File: src/rtl/pctb_pkg.sv
package pctb_pkg;
  localparam int PC_W   = 18;
  localparam int OFS_W  = 6;
  localparam int SLOTS  = 3;
  localparam int TAG_W  = 2;
  localparam int HI_W   = PC_W - OFS_W;
  localparam int LINE_W = TAG_W + SLOTS * OFS_W;

  typedef logic [PC_W-1:0]         pc_t;
  typedef logic [LINE_W-1:0]       line_t;
  typedef logic [SLOTS*OFS_W-1:0]  slots_t;

  localparam logic [TAG_W-1:0] TAG_BASE = 2'b00;

  function automatic line_t pack_base(pc_t p);
    return {TAG_BASE, p};
  endfunction

  // a vector target is always a destination
  function automatic line_t pack_plain(pc_t p, logic dst, logic vec);
    return {dst | vec, vec, p};
  endfunction

  function automatic logic same_page(pc_t p, logic [HI_W-1:0] hi);
    return p[PC_W-1:OFS_W] == hi;
  endfunction

  function automatic line_t pack_slots(logic [TAG_W-1:0] cnt, slots_t s);
    return {cnt, s};
  endfunction

  function automatic slots_t put_slot(slots_t s, logic [1:0] idx, logic [OFS_W-1:0] ofs);
    slots_t r;
    r = s;
    for (int k = 0; k < SLOTS; k++)
      if (idx == 2'(k)) r[k*OFS_W +: OFS_W] = ofs;
    return r;
  endfunction
endpackage

File: src/rtl/pctb_packer.sv
module pctb_packer
  import pctb_pkg::*;
(
  input  logic       clk,
  input  logic       rst_n,
  input  logic       trace_en,
  input  logic       compress_mode,
  input  logic       pc_vld,
  input  pc_t        pc,
  input  logic       is_dest,
  input  logic       is_vec,
  output logic       start,
  output logic       en_q,
  output logic [1:0] wr_n,
  output line_t      line_a,
  output line_t      line_b,
  output logic [1:0] fill_cnt
);
  logic            have_base, have_n;
  logic [HI_W-1:0] base_hi, hi_n;
  logic [1:0]      cnt_n, cnt_eff;
  slots_t          slots, slots_n;
  logic            hb_eff, accept, flush, hit;

  assign start   = trace_en & ~en_q;
  assign flush   = ~trace_en & en_q & (fill_cnt != 2'd0);
  assign accept  = trace_en & pc_vld;
  assign cnt_eff = start ? 2'd0 : fill_cnt;
  assign hb_eff  = have_base & ~start;
  assign hit     = hb_eff & same_page(pc, base_hi);

  always_comb begin
    wr_n    = 2'd0;
    line_a  = '0;
    line_b  = '0;
    have_n  = hb_eff & trace_en;
    hi_n    = base_hi;
    cnt_n   = cnt_eff;
    slots_n = start ? '0 : slots;
    if (flush) begin
      line_a  = pack_slots(fill_cnt, slots);
      wr_n    = 2'd1;
      cnt_n   = 2'd0;
      slots_n = '0;
    end else if (accept) begin
      if (!compress_mode) begin
        line_a = pack_plain(pc, is_dest, is_vec);
        wr_n   = 2'd1;
      end else if (hit) begin
        if (cnt_eff == 2'(SLOTS-1)) begin
          line_a  = pack_slots(2'(SLOTS), put_slot(slots_n, cnt_eff, pc[OFS_W-1:0]));
          wr_n    = 2'd1;
          cnt_n   = 2'd0;
          slots_n = '0;
        end else begin
          slots_n = put_slot(slots_n, cnt_eff, pc[OFS_W-1:0]);
          cnt_n   = cnt_eff + 2'd1;
        end
      end else begin
        if (cnt_eff != 2'd0) begin
          line_a = pack_slots(cnt_eff, slots_n);
          line_b = pack_base(pc);
          wr_n   = 2'd2;
        end else begin
          line_a = pack_base(pc);
          wr_n   = 2'd1;
        end
        hi_n    = pc[PC_W-1:OFS_W];
        have_n  = 1'b1;
        cnt_n   = 2'd0;
        slots_n = '0;
      end
    end
  end

  always_ff @(posedge clk) begin
    if (!rst_n) begin
      en_q      <= 1'b0;
      have_base <= 1'b0;
      base_hi   <= '0;
      fill_cnt  <= 2'd0;
      slots     <= '0;
    end else begin
      en_q      <= trace_en;
      have_base <= have_n;
      base_hi   <= hi_n;
      fill_cnt  <= cnt_n;
      slots     <= slots_n;
    end
  end
endmodule

File: src/rtl/pctb_ptr.sv
module pctb_ptr #(
  parameter int AW = 4
) (
  input  logic          clk,
  input  logic          rst_n,
  input  logic          start,
  input  logic [1:0]    wr_n,
  output logic [AW-1:0] cur_ptr,
  output logic [AW-1:0] wr_ptr,
  output logic          wrapped
);
  logic [AW:0] sum;

  assign cur_ptr = start ? '0 : wr_ptr;
  assign sum     = {1'b0, cur_ptr} + (AW+1)'(wr_n);

  always_ff @(posedge clk) begin
    if (!rst_n) begin
      wr_ptr  <= '0;
      wrapped <= 1'b0;
    end else begin
      wr_ptr  <= sum[AW-1:0];
      wrapped <= (wrapped & ~start) | sum[AW];
    end
  end
endmodule

File: src/rtl/pctb_linemem.sv
module pctb_linemem
  import pctb_pkg::*;
#(
  parameter int DEPTH = 16,
  parameter int AW    = $clog2(DEPTH)
) (
  input  logic          clk,
  input  logic          rst_n,
  input  logic [1:0]    wr_n,
  input  logic [AW-1:0] addr_a,
  input  line_t         line_a,
  input  line_t         line_b,
  input  logic [AW-1:0] rd_addr,
  output line_t         rd_data
);
  line_t         mem [DEPTH];
  logic [AW-1:0] addr_b;
  logic          we_a, we_b;

  assign addr_b  = addr_a + AW'(1);
  assign we_a    = wr_n != 2'd0;
  assign we_b    = wr_n == 2'd2;
  assign rd_data = mem[rd_addr];

  always_ff @(posedge clk) begin
    for (int i = 0; i < DEPTH; i++) begin
      if (!rst_n)                         mem[i] <= '0;
      else if (we_a && addr_a == AW'(i))  mem[i] <= line_a;
      else if (we_b && addr_b == AW'(i))  mem[i] <= line_b;
    end
  end
endmodule

File: src/rtl/pctb_trace_buf.sv
module pctb_trace_buf
  import pctb_pkg::*;
#(
  parameter int DEPTH = 16,
  localparam int AW   = $clog2(DEPTH)
) (
  input  logic              clk,
  input  logic              rst_n,
  input  logic              trace_en,
  input  logic              compress_mode,
  input  logic              pc_vld,
  input  logic [PC_W-1:0]   pc,
  input  logic              is_dest,
  input  logic              is_vec,
  input  logic [AW-1:0]     rd_addr,
  output logic [LINE_W-1:0] rd_data,
  output logic [AW-1:0]     wr_ptr,
  output logic              wrapped
);
  logic          start, en_q;
  logic [1:0]    wr_n, fill_cnt;
  line_t         line_a, line_b;
  logic [AW-1:0] cur_ptr;

  pctb_packer u_pack (
    .clk(clk), .rst_n(rst_n), .trace_en(trace_en), .compress_mode(compress_mode),
    .pc_vld(pc_vld), .pc(pc), .is_dest(is_dest), .is_vec(is_vec),
    .start(start), .en_q(en_q), .wr_n(wr_n), .line_a(line_a), .line_b(line_b),
    .fill_cnt(fill_cnt)
  );

  pctb_ptr #(.AW(AW)) u_ptr (
    .clk(clk), .rst_n(rst_n), .start(start), .wr_n(wr_n),
    .cur_ptr(cur_ptr), .wr_ptr(wr_ptr), .wrapped(wrapped)
  );

  pctb_linemem #(.DEPTH(DEPTH), .AW(AW)) u_mem (
    .clk(clk), .rst_n(rst_n), .wr_n(wr_n), .addr_a(cur_ptr),
    .line_a(line_a), .line_b(line_b), .rd_addr(rd_addr), .rd_data(rd_data)
  );
endmodule

File: config.mk
export PLATFORM = sky130hd
export DESIGN_NAME = pctb_trace_buf
export DESIGN_NICKNAME = d
export VERILOG_FILES = /design/src/rtl/pctb_pkg.sv /design/src/rtl/pctb_packer.sv /design/src/rtl/pctb_ptr.sv /design/src/rtl/pctb_linemem.sv /design/src/rtl/pctb_trace_buf.sv
export SDC_FILE = /design/constraint.sdc
export NUM_CORES = 1
export LEC_CHECK = 0
export ABC_AREA = 1
export BUFFER_PORTS_ARGS = -buffer_cell sky130_fd_sc_hd__buf_2
export CAP_MARGIN = 25
export CORE_MARGIN = 2
export CORE_UTILIZATION = 45
export CTS_CLUSTER_SIZE = 25
export DETAILED_ROUTE_END_ITERATION = 6
export SLEW_MARGIN = 20
export SYNTH_ARGS = -nofsm -noshare
export SYNTH_HDL_FRONTEND = slang
export SYNTH_HIERARCHICAL = 1
export SYNTH_SLANG_ARGS = --single-unit
export TNS_END_PERCENT = 100
File: constraint.sdc
create_clock -name clk -period 3.85 [get_ports clk]
set_clock_uncertainty 0.1 [all_clocks]
set_input_delay 0.9625 -clock clk [delete_from_list [all_inputs] [get_ports clk]]
set_output_delay 0.9625 -clock clk [all_outputs]
set_load 0.01 [all_outputs]
## Word-level counts from Yosys, hierarchy flattened

Memory sizes are Yosys's and may differ from the RTL's.
Cells that the tools add are included.

| storage, ports and cells | value |
|---|---|
| register bits after elaboration | 39 |
| RAM bits | 320 |
| input port bits | 29 |
| memories | 1 |

Memory list:

| memory | depth | bits a word | read ports | clocked after memory_dff | write ports | line | RTL |
|---|---|---|---|---|---|---|---|
| u_mem.mem | 16 | 20 | 1 | 0 | 16 | pctb_linemem.sv:16 | `line_t mem [DEPTH];` |

| operators by class | value |
|---|---|
| add/subtract/negate cells | 3 |
| eq/ne operators | 34 |
| muxes and demuxes | 179 |
| bitwise gates (word level) | 48 |
| reductions and logical operators | 40 |

Operator list:

| kind | number |
|---|---|
| $mux 20 | 42 |
| $mux 1 | 118 |
| $mux 18 | 6 |
| $eq 4x4->1 const B | 16 |
| $or 1x1->1 | 34 |
| $eq 4x3->1 const B | 8 |
| $logic_and 1x1->1 | 32 |
| $mux 2 | 10 |
| $eq 4x2->1 const B | 4 |
| $eq 12x12->1 | 1 |
| $mux 6 | 2 |
| $and 1x1->1 | 8 |
| $eq 4x1->1 const B | 2 |
| $logic_not 4->1 | 2 |
| $not 1->1 | 6 |
| $reduce_bool 2->1 | 3 |
| $add 4x2->5 | 1 |
| $add 4x1->4 const B | 1 |
| $eq 2x2->1 const B | 2 |
| $mux 4 | 1 |
| $reduce_and 4->1 | 1 |
| $add 2x1->2 const B | 1 |
| $eq 2x1->1 const B | 1 |
| $logic_not 2->1 | 1 |
| $reduce_or 2->1 | 1 |

## Longest topological paths before layout

Gate-level depths: netlist (run 1).

| depth | value |
|---|---|
| word-level depth | 16 |
| gate-level depth with buffers | 18 |
| gate-level depth less buffers | 17 |

## Cells and area by module

The synthesis (run 1) kept the hierarchy.

By module, submodules not included:

| module | times used | cells each | area each (um^2) |
|---|---|---|---|
| pctb_linemem | 1 | 1858 | 16634.7 |
| pctb_packer | 1 | 506 | 2856.5 |
| pctb_ptr | 1 | 37 | 272.8 |

## Least setup slack after synthesis (run 1)

Ideal clock, no wire load.

| path | value |
|---|---|
| path kind | in2reg |
| from | in pc[10] |
| to | mem u_mem/mem[8][0] (netlist name) (enable) |
| arrival time | 3.041 ns |
| required time | 3.298 ns |
| path slack | 0.257 ns |
| stages | 17 |
| buffers on the path | 2 |
| cells stage by stage | inv_1 > nand2_1 > nand2_1 > nor2_1 > nand2_1 > nor2_1 > nand2_1 > buf_2 > nand2_1 > nand3_1 > nand2_1 > nand2_1 > nor2_1 > inv_1 > nand3_1 > clkbuf_1 > nand3_1 |

RTL lines:

| element | line | RTL |
|---|---|---|
| start: declaration | pctb_trace_buf.sv:12 | `input logic [PC_W-1:0] pc,` |
| end: declaration | pctb_linemem.sv:16 |  |

## Final worst setup path (run 1)

| path | value |
|---|---|
| from | in rd_addr[0] |
| to | out rd_data[7] |

| between the ends | value |
|---|---|
| longest elaborated chain between the ends | 1 |

Ends and longest elaborated chain:

| element | line | RTL |
|---|---|---|
| start: declaration | pctb_trace_buf.sv:15 | `input logic [AW-1:0] rd_addr,` |
| $mem_v2 16x20 | - |  |
| end: declaration | pctb_trace_buf.sv:16 | `output logic [LINE_W-1:0] rd_data,` |

Every way passes these cells.

==> impl_metrics.py, run 1 <==
metrics = {
    "synth": {
        "synth_top_cells_by_count": "nand2_1 (648), inv_1 (349), o22ai_1 (321)",
        "synthCells": 2401,
        "synth_flop_cell": "edfxtp_1",
        "synth_top_area_share_pct": 48.6,
        "ys_ff_latch": 359,
        "seq_area_frac_synth_pct": 52.6,
        "syn_area_um2": 19800,
        "yosysWarningCount": 6,
        "ys_types": 33,
        "avgSynthCellArea_um2": 8.23,
        "async_reset_ff_share_pct": 0,
        "synth_most_common_cell": "nand2_1",
        "synth-edff-count": 320,
        "synthTopCellsByArea": "edfxtp_1 (49%), nand2_1 (12%), o22ai_1 (10%), nand3_1 (7.7%), inv_1 (6.6%)",
        "synth_area_leader_cell": "edfxtp_1",
    },
    "global_routing": {
        "top_usage_layer": "met2",
        "use_met1_pct": 43.2,
        "overflow": 0,
        "antenna_found_initial": 0,
        "met2_usage_pct": 46.8,
        "first_global_vias": 16800,
        "grt_max_degree": 98,
        "grt_pass1_wl_mm": 102,
        "use_met3_pct": 4.55,
        "track_usage_pct": 30.1,
    },
    "sta": {
        "finalSetupViolCount": 0,
        "fin_crit_ns": 3.49,
        "hold_viol": 0,
        "maxSlewViolCount": 0,
        "worst_slew_pin_slew_ns": 0.546,
        "finalCritPeriodShare_pct": 90.7,
        "fmax_mhz": 287,
        "rsz0062_at_grt": "false",
        "tns_ns": 0,
        "maxSlewHeadroom_pct": 63.5,
    },
    "hold_path": {
        "hold-path-endpoint": "u_pack/slots[16]$_SDFF_PP0_",
        "hold_start": "u_pack/slots[16]$_SDFF_PP0_",
        "hold_class": "register to register",
        "min_path_cells": 2,
    },
    "worst_setup_path": {
        "cp_top_family": "simple AND/OR/NAND/NOR gates",
        "reg2reg_depth": 17,
        "worstSetupEndpointType": "output pin",
        "r2r_slack_ns": 1.00,
        "reg2reg_to": "u_mem/mem[9][16]$_DFFE_PP_",
        "critPathLaunchType": "input port",
        "crit_fanout": 97,
        "path_cells": "buf_4 > buf_12 > nand2_1 > nand2_1 > nand2_1 > nand3_1 > nand3_1 > nand2_1 > buf_2",
        "arrival_ns": 2.43,
        "cpPeakStageDelay_ns": 0.36,
        "r2r-start": "u_pack/en_q$_SDFF_PN0_",
        "cp_slowest_cell": "buf_12",
        "required_ns": 2.79,
        "worst-path-buf-inv": 3,
        "path_class": "input port to output pin",
        "crit_top_cell": "nand2_1",
    },
    "place": {
        "gp_congestion": 0.920,
        "portBuffers": 53,
        "detailed_place_hpwl_mm": 42.5,
    },
    "floorplanning": {
        "fp.dieW_um": 214,
        "start_util_pct": 45.8,
        "ios": 54,
        "dieArea_um2": 45600,
        "core_um2": 43200,
        "rows": 76,
        "die_h_um": 214,
    },
    "finish": {
        "drive_gt1_share_pct": 11.9,
        "diodes": 0,
        "areaGrowthSynthToFinish_pct": 13.5,
        "final_nets": 2466,
    },
    "status": {
        "status": "finished, final reports clean",
    },
    "clock_tree": {
        "ctsHoldBuffers": 0,
        "htreeDepth": 2,
        "clkSinkCount": 359,
        "root_buffer": "clkbuf_16",
        "post_cts_buffers": 0,
        "insertion_delay_ns": 0.57,
        "cts.reportedPaths.clkPinSlew_ns": 0.06,
        "cts_inserted_buffers": 42,
        "ctsResizeCount": 0,
        "tritoncts": "done",
        "cts_buffer_depth": 3,
    },
    "routing": {
        "drc_errors": 0,
        "route.vias.total": 18000,
        "vias_per_cell": 5.90,
        "wl_per_cell_um": 22.2,
        "wl_mm": 67.8,
        "drt_iter0_drc": 2246,
        "postRouteAntennaNets": 0,
        "drt-pass1-iter-count": 6,
    },
    "pwr": {
        "ir_drop_uv": 392,
        "powerDensity_nw_per_um2": 404,
        "p_leak_nw": 9.11,
        "power_mw": 9.05,
    },
    "run": {
        "cap_violations": 0,
    },
}
-- cells by family (layout without fill, tap and decap cells) --
family	after synthesis	count (layout)	synth area share, %
flops	359	359	52.6
xor+xnor	2	2	0.0886
other cells	1	2	0.0190
compound gates	408	408	12.6
buf+inv	562	623	11.4
fa+ha+maj	3	3	0.228
simple gates	1066	1066	23.1
-- worst max-delay path by stage --
stage	from	endpoint	slack, ns	cells past startpoint
floorplan	pc[10]	u_mem/mem[8][0]$_SDFFCE_PN0P_	0.26	17
global placement	rd_addr[0]	rd_data[7]	0.38	10
detailed placement	pc[13]	u_mem/mem[9][10]$_DFFE_PP_	0.35	17
CTS	rd_addr[0]	rd_data[7]	0.38	10
global route	rd_addr[0]	rd_data[11]	0.31	9
finish	rd_addr[0]	rd_data[7]	0.36	9
-- worst reg2reg max path: cells and delay by family (launching register included) --
kind	cells	cell delay, ns
buffers and inverters	5	0.66
AOI/OAI and AO/OA	1	0.12
DFF	1	0.40
and+or+nand+nor	11	1.28
-- through the flow --
stage,worst slack [ns],instance area [um^2],std cells,hold WS (ns),util [%]
after floorplan,0.257,19800,2402,0.325,-
final,0.360,22400,3048,0.345,51.9
after detailed placement,0.351,21200,2975,0.339,49.1
after global placement,0.385,21200,2975,0.338,49.1
after global routing,0.307,22400,3048,0.376,51.9
after CTS,0.377,22400,3048,0.349,51.9
-- layer usage --
metal | share of wire (%) | vias to the layer above
met5 | 0 | -
met4 | 3.2 | 0
met3 | 10 | 150
met2 | 45 | 1021
met1 | 42 | 8618
li1 | - | 8203
-- area by class of cell --
type | instances | area (um^2)
repair buffers | 190 | 1610
multi-input cells | 1481 | 7130
well taps | 585 | 732
flip-flops and latches | 359 | 10400
clock buffers | 51 | 1110
fillers | 4086 | 20700
clock inverters | 22 | 108
inverters | 360 | 1360
-- flip-flops by register name, indices dropped and copies added, names as in the netlist --
signal            cells
u_mem/mem           320
u_pack/slots         18
u_pack/base_hi       12
u_ptr/wr_ptr          4
u_pack/fill_cnt       2
u_pack/en_q           1
u_pack/have_base      1
u_ptr/wrapped         1
-- power breakdown --
part           internal (mW)  switching, mW  total (mW)
Combinational          0.290          0.695       0.984
Sequential              4.37         0.0433        4.41
Clock                   2.03           1.62        3.66
Total                   6.69           2.36        9.05
-- cells in the final DEF, fill, tap and decap left out, types with 8 or more instances in the layout --
cell type  count
a21oi_1       31
buf_12        25
buf_2         52
buf_4        113
clkbuf_1       8
clkbuf_16     43
clkinv_1      12
dfxtp_1       39
edfxtp_1     320
inv_1        349
inv_2          9
nand2_1      648
nand3_1      304
nand4_1       13
nor2_1        69
nor2_2        13
o21ai_0       40
o21ai_2        9
o22ai_1      321
No activity file was read; power rests on OpenSTA's default activity.
==> run 2: changes to the inputs <==
--- a/config.mk
+++ b/config.mk
@@ -5,7 +5,6 @@
 export SDC_FILE = /design/constraint.sdc
 export NUM_CORES = 1
 export LEC_CHECK = 0
-export ABC_AREA = 1
 export BUFFER_PORTS_ARGS = -buffer_cell sky130_fd_sc_hd__buf_2
 export CAP_MARGIN = 25
 export CORE_MARGIN = 2
==> run 2 against run 1 <==
Sequential share of layout area increased by 3.0 points. Critical endpoint is now rd_data[13]. Synthesized cell count fell by 43%. Core utilization up 2.3 points. Synthesized area shrank 9.9%. Highest routed layer is now met5. Largest power group unchanged.
==> impl_metrics.py, run 2 <==
metrics = {
    "sta": {
        "finalCritPeriodShare_pct": 93.7,
        "fmax_mhz": 277,
        "finalSetupViolCount": 0,
        "maxSlewHeadroom_pct": 44.0,
        "holdWs_ns": 0.368,
        "maxSlewViolCount": 0,
        "setup_ws_ns": 0.244,
        "hold_viol": 0,
        "tns_ns": 0,
        "worst_slew_pin_slew_ns": 0.839,
        "rsz0062_at_grt": "false",
        "fin_crit_ns": 3.61,
    },
    "synth": {
        "synth_most_common_cell": "edfxtp_1",
        "syn_area_um2": 17800,
        "synth_top_area_share_pct": 53.9,
        "seq_area_frac_synth_pct": 58.3,
        "synth_top_cells_by_count": "edfxtp_1 (320), a21oi_1 (163), nor2_1 (97)",
        "synth-edff-count": 320,
        "yosys.area_share.xor_xnor_pct": 0.639,
        "synthCells": 1380,
        "yosysWarningCount": 6,
        "synthAdderAreaFrac_pct": 0.253,
        "ys_ff_latch": 359,
        "synth_flop_cell": "edfxtp_1",
        "muxShareOfSynthArea_pct": 12.4,
        "synth_top_family_by_area": "compound AO/OA/AOI/OAI gates",
        "synth_simple_gate_area_share_pct": 9.59,
        "synth_area_leader_cell": "edfxtp_1",
        "async_reset_ff_share_pct": 0,
        "avgSynthCellArea_um2": 12.9,
        "synth_compound_area_share_pct": 15.2,
        "ys_types": 60,
        "synthTopCellsByArea": "edfxtp_1 (54%), mux4_2 (9.1%), a21oi_1 (4.6%), dfxtp_1 (4.4%), a32o_1 (3.4%)",
    },
    "worst_setup_path": {
        "reg2reg_to": "u_mem/mem[8][16]$_SDFFCE_PN0P_",
        "path_class": "input port to output pin",
        "r2r-start": "u_pack/base_hi[4]$_SDFFE_PN0P_",
        "crit_top_cell": "buf_4",
        "required_ns": 2.79,
        "worst-path-buf-inv": 3,
        "startpoint": "rd_addr[0]",
        "arrival_ns": 2.54,
        "r2r_slack_ns": 0.63,
        "worstSetupEndpointType": "output pin",
        "path_cells": "buf_4 > buf_4 > mux4_2 > a22oi_1 > nand2_1 > buf_2",
        "cp_top_family": "buffers and inverters",
        "cpPeakStageDelay_ns": 0.54,
        "crit_fanout": 12,
        "critPathLaunchType": "input port",
        "reg2reg_depth": 9,
        "cp_slowest_cell": "mux4_2",
    },
    "place": {
        "gp_congestion": 0.834,
        "pre_cts_ws_ns": -0.121,
        "detailed_place_hpwl_mm": 37.0,
        "placed_area_um2": 19900,
        "portBuffers": 53,
    },
    "routing": {
        "wl_per_cell_um": 28.6,
        "postRouteAntennaNets": 0,
        "wl_mm": 58.4,
        "vias_per_cell": 6.54,
        "drt-pass1-iter-count": 5,
        "route.vias.total": 13300,
        "drt_iter0_drc": 1767,
        "drc_errors": 0,
    },
    "finish": {
        "register_area_um2": 10400,
        "multiInputGateArea_um2": 6950,
        "final_nets": 1530,
        "drive_gt1_share_pct": 24.7,
        "final_cell_mix": "edfxtp_1 (320), a21oi_1 (163), buf_4 (117)",
        "stdcell_area_um2": 21000,
        "diodes": 0,
        "final_common_cell": "edfxtp_1",
        "reg_top3": "u_mem/mem x320, u_pack/slots x18, u_pack/base_hi x12",
        "nFillCells": 3262,
        "largest_reg_flops": 320,
        "largest-register": "u_mem/mem",
        "areaGrowthSynthToFinish_pct": 18.1,
    },
    "hold_path": {
        "hold_start": "u_pack/base_hi[3]$_SDFFE_PN0P_",
        "hold-path-endpoint": "u_pack/base_hi[3]$_SDFFE_PN0P_",
        "min_path_cells": 2,
        "hold_class": "register to register",
    },
    "floorplanning": {
        "fp.dieW_um": 203,
        "die_h_um": 203,
        "core_um2": 38800,
        "ios": 54,
        "dieArea_um2": 41200,
        "start_util_pct": 45.9,
        "rows": 72,
    },
    "pwr": {
        "powerDensity_nw_per_um2": 410,
        "ir_drop_uv": 271,
        "power_mw": 8.63,
        "p_leak_nw": 7.28,
    },
    "clock_tree": {
        "ctsHoldBuffers": 0,
        "cts.reportedPaths.clkPinSlew_ns": 0.06,
        "cts_inserted_buffers": 39,
        "htreeDepth": 2,
        "cts_buffer_depth": 3,
        "ctsResizeCount": 0,
        "clkSinkCount": 359,
        "root_buffer": "clkbuf_16",
        "insertion_delay_ns": 0.55,
        "post_cts_buffers": 0,
        "tritoncts": "done",
    },
    "global_routing": {
        "track_usage_pct": 28.4,
        "antenna_found_initial": 0,
        "grt_pass1_wl_mm": 85.3,
        "grt_max_degree": 41,
        "first_global_vias": 13000,
        "overflow": 0,
    },
    "status": {
        "status": "finished, final reports clean",
    },
    "run": {
        "cap_violations": 0,
    },
}
## run 2: cell count changes in the layout (fill, tap and decap cells not counted), sizes merged, moves of 19 or more
cell | previous run | this run
a32oi | 0 | 20
mux2i | 0 | 31
a21oi | 32 | 163
and3 | 0 | 19
a22oi | 0 | 48
o22ai | 321 | 0
inv | 361 | 7
nand2 | 655 | 82
a32o | 0 | 60
and2 | 0 | 24
mux4 | 0 | 80
nand3 | 307 | 87
a22o | 0 | 26
## run 2: final cells by class
class | count | share of cell area (%)
Multi-Input combinational cell | 885 | 33.0
Timing Repair Buffer | 205 | 8.91
Inverter | 8 | 0.143
Clock buffer | 49 | 5.02
Sequential cell | 359 | 49.4
Clock inverter | 14 | 0.440
Tap cell | 518 | 3.08
## run 2: metal layers
metal | vias up | share of wire, % | track usage, %
li1 | 5712 | - | -
met1 | 6668 | 40 | 40.8
met2 | 837 | 46 | 44.4
met3 | 101 | 11 | 4.88
met4 | 3 | 2.7 | 8.16
met5 | - | 0.086 | 0.833
## run 2: worst max-delay path by stage
stage / depth (start not counted) / end / slack, ns
2_1_floorplan: 9 / u_mem/mem[13][0]$_DFFE_PP_ / -0.32
3_3_place_gp: 10 / u_mem/mem[8][11]$_SDFFCE_PN0P_ / -0.05
3_5_place_dp: 10 / u_mem/mem[8][8]$_SDFFCE_PN0P_ / -0.12
4_1_cts: 6 / rd_data[13] / 0.24
5_1_grt: 6 / rd_data[12] / 0.21
6_report: 6 / rd_data[13] / 0.24
## run 2: through the flow
stage	utilization, %	cells
floorplan	-	1381
global placement	51.2	1975
detailed placement	51.2	1975
CTS	54.2	2038
global route	54.2	2038
finish	54.2	2038
## run 2: power by group
part | total (mW) | internal [mW] | switching (mW)
clock network | 3.49 | 1.99 | 1.50
registers | 4.41 | 4.36 | 0.0489
logic | 0.738 | 0.297 | 0.441
## run 2: logic make-up (layout without fill, tap and decap cells)
| family | after synthesis | after routing |
|---|---|---|
| AOI/OAI and AO/OA | 397 | 397 |
| DFF | 359 | 359 |
| and+or+nand+nor | 353 | 353 |
| buffers and inverters | 137 | 276 |
| muxes | 117 | 117 |
| xor gates and xnor gates | 13 | 13 |
| adders and majority gates | 3 | 3 |
| other | 1 | 2 |
## run 2: tightest hold or removal path, stage by stage, from the launching register on
cell	delay (ns)
dfxtp_1	0.31
nand2_1	0.05
mux2i_1	0.05
==> run 3: changes to the inputs <==
--- a/config.mk
+++ b/config.mk
@@ -14,6 +14,5 @@
 export SLEW_MARGIN = 20
 export SYNTH_ARGS = -nofsm -noshare
 export SYNTH_HDL_FRONTEND = slang
-export SYNTH_HIERARCHICAL = 1
 export SYNTH_SLANG_ARGS = --single-unit
 export TNS_END_PERCENT = 100
==> run 3 against run 2 <==
Fmax is 2.9% lower. Worst setup slack got worse by 0.11 ns. Combinational power increased by 6.5%. Largest cell class unchanged. Largest power group unchanged.
==> impl_metrics.py, run 3 <==
metrics = {
    "finish": {
        "nFillCells": 3468,
        "register_area_um2": 10400,
        "final_nets": 1624,
        "multiInputGateArea_um2": 7430,
        "areaGrowthSynthToFinish_pct": 17.1,
        "stdcell_area_um2": 21400,
        "diodes": 0,
        "largest_reg_flops": 320,
        "finish.utilization_pct": 53.6,
        "final_cells": 2143,
        "final_cell_mix": "edfxtp_1 (320), nand2_1 (252), o22ai_1 (169)",
        "largest-register": "u_mem.mem",
        "reg_top3": "u_mem.mem x320, u_pack.slots x18, u_pack.base_hi x12",
        "final_common_cell": "edfxtp_1",
        "drive_gt1_share_pct": 23.9,
    },
    "worst_setup_path": {
        "required_ns": 2.79,
        "cp_top_family": "multiplexers",
        "arrival_ns": 2.65,
        "crit_top_cell": "mux4_2",
        "critPathLaunchType": "input port",
        "path_class": "input port to output pin",
        "crit_fanout": 21,
        "cpPeakStageDelay_ns": 0.58,
        "cp_slowest_cell": "mux4_2",
        "worst-path-buf-inv": 3,
        "worstSetupEndpointType": "output pin",
        "path_cells": "buf_6 > buf_12 > mux4_2 > mux4_2 > buf_2",
    },
    "sta": {
        "maxSlewHeadroom_pct": 30.3,
        "finalCritPeriodShare_pct": 96.4,
        "holdWs_ns": 0.376,
        "worst_slew_pin_slew_ns": 1.04,
        "hold_viol": 0,
        "setup_ws_ns": 0.137,
        "maxSlewViolCount": 0,
        "fin_crit_ns": 3.71,
        "fmax_mhz": 269,
        "tns_ns": 0,
        "rsz0062_at_grt": "false",
        "finalSetupViolCount": 0,
    },
    "synth": {
        "syn_area_um2": 18200,
        "synthTopCellsByArea": "edfxtp_1 (53%), mux4_2 (12%), o22ai_1 (5.8%), nand2_1 (5.2%), dfxtp_1 (4.3%)",
        "synthCells": 1491,
        "synth-edff-count": 320,
        "synth_area_leader_cell": "edfxtp_1",
        "ys_ff_latch": 359,
        "synth_most_common_cell": "edfxtp_1",
        "async_reset_ff_share_pct": 0,
        "synth_top_cells_by_count": "edfxtp_1 (320), nand2_1 (252), o22ai_1 (169)",
        "synth_nets": 1523,
        "synth_top_area_share_pct": 52.7,
        "synth_flop_cell": "edfxtp_1",
        "seq_area_frac_synth_pct": 57.0,
        "avgSynthCellArea_um2": 12.2,
        "yosysWarningCount": 0,
        "ys_types": 61,
    },
    "clock_tree": {
        "clkSinkCount": 359,
        "tritoncts": "done",
        "ctsHoldBuffers": 0,
        "htreeDepth": 2,
        "insertion_delay_ns": 0.57,
        "ctsResizeCount": 0,
        "post_cts_buffers": 0,
        "root_buffer": "clkbuf_16",
        "cts_inserted_buffers": 39,
        "cts_buffer_depth": 3,
        "cts.reportedPaths.clkPinSlew_ns": 0.05,
    },
    "global_routing": {
        "overflow": 0,
        "antenna_found_initial": 0,
        "grt_pass1_wl_mm": 98.3,
        "track_usage_pct": 32.7,
        "first_global_vias": 14400,
        "grt_max_degree": 51,
    },
    "place": {
        "gp_congestion": 0.978,
        "detailed_place_hpwl_mm": 45.4,
        "pre_cts_ws_ns": -0.211,
        "portBuffers": 53,
        "placed_area_um2": 20200,
        "dp.cells": 2076,
    },
    "routing": {
        "postRouteAntennaNets": 0,
        "drt-pass1-iter-count": 6,
        "wl_mm": 68.3,
        "route.vias.total": 14800,
        "vias_per_cell": 6.93,
        "drt_iter0_drc": 1973,
        "wl_per_cell_um": 31.9,
        "wl_met1_mm": 25.2,
        "wl_met3_mm": 7.90,
        "drc_errors": 0,
        "met2_length_mm": 31.1,
        "routed.top_layer": "met4",
    },
    "floorplanning": {
        "ios": 54,
        "rows": 73,
        "fp.dieW_um": 205,
        "dieArea_um2": 42200,
        "core_um2": 39800,
        "die_h_um": 205,
        "start_util_pct": 45.8,
    },
    "pwr": {
        "p_leak_nw": 7.08,
        "power_mw": 8.67,
        "ir_drop_uv": 248,
        "powerDensity_nw_per_um2": 406,
    },
    "run": {
        "cap_violations": 0,
    },
    "hold_path": {
        "hold_class": "register to register",
    },
    "status": {
        "status": "finished, final reports clean",
    },
}
==> run 3: changes by cell type after synthesis, sizes merged, moves of 56 or more <==
cell	delta
a32o	-56
o21ai	+70
o22ai	+169
a21oi	-148
nand2	+170
nand3	-62
==> run 3: kinds of logic (layout without fill, tap and decap cells) <==
group           Yosys count  count (layout)  synth area share, %
compound gates          408             408                 14.8
xor+xnor                 15              15                0.885
simple gates            453             453                 10.7
flops                   359             359                 57.0
fa+ha+maj                 3               3                0.247
mux                     112             112                 13.0
buf+inv                 141             268                 3.33
==> run 3: path summary, 6_finish.rpt <==
check                                 start                             end  slack (ns)  cells past startpoint
max                              rd_addr[0]                     rd_data[17]        0.14                      5
min          u_pack.base_hi[5]$_SDFFE_PN0P_  u_pack.base_hi[5]$_SDFFE_PN0P_        0.38                      2
max reg2reg  u_pack.base_hi[0]$_SDFFE_PN0P_   u_mem.mem[8][5]$_SDFFCE_PN0P_        0.39                      9
min reg2reg  u_pack.base_hi[5]$_SDFFE_PN0P_  u_pack.base_hi[5]$_SDFFE_PN0P_        0.38                      2
==> run 3: tightest hold or removal path, delay by kind of cell (launching register included) <==
family	cells	cell delay [ns]
compound gates	1	0.06
flops	1	0.31
simple gates	1	0.05
==> run 3: report_power, final <==
part | internal, mW | total (mW) | leakage (nW) | switching (mW)
Sequential | 4.35 | 4.40 | 3.62 | 0.0431
Combinational | 0.309 | 0.786 | 2.92 | 0.477
Clock | 1.94 | 3.49 | 0.538 | 1.55
Total | 6.60 | 8.67 | 7.08 | 2.07
==> run 3: layer usage <==
metal	vias to the layer above	track usage, %
li1	6071	-
met1	7379	44.1
met2	1164	50.7
met3	228	5.75
met4	0	18.1
met5	-	0
==> run 3: final cells by class <==
type                       instances  share of cell area, %
sequential                       359                   48.7
tap                              525                   3.08
inverter                           6                  0.105
clock inverter                    12                  0.410
timing repair buffer             195                   8.09
multi-input combinational        991                   34.8
clock buffer                      55                   4.85
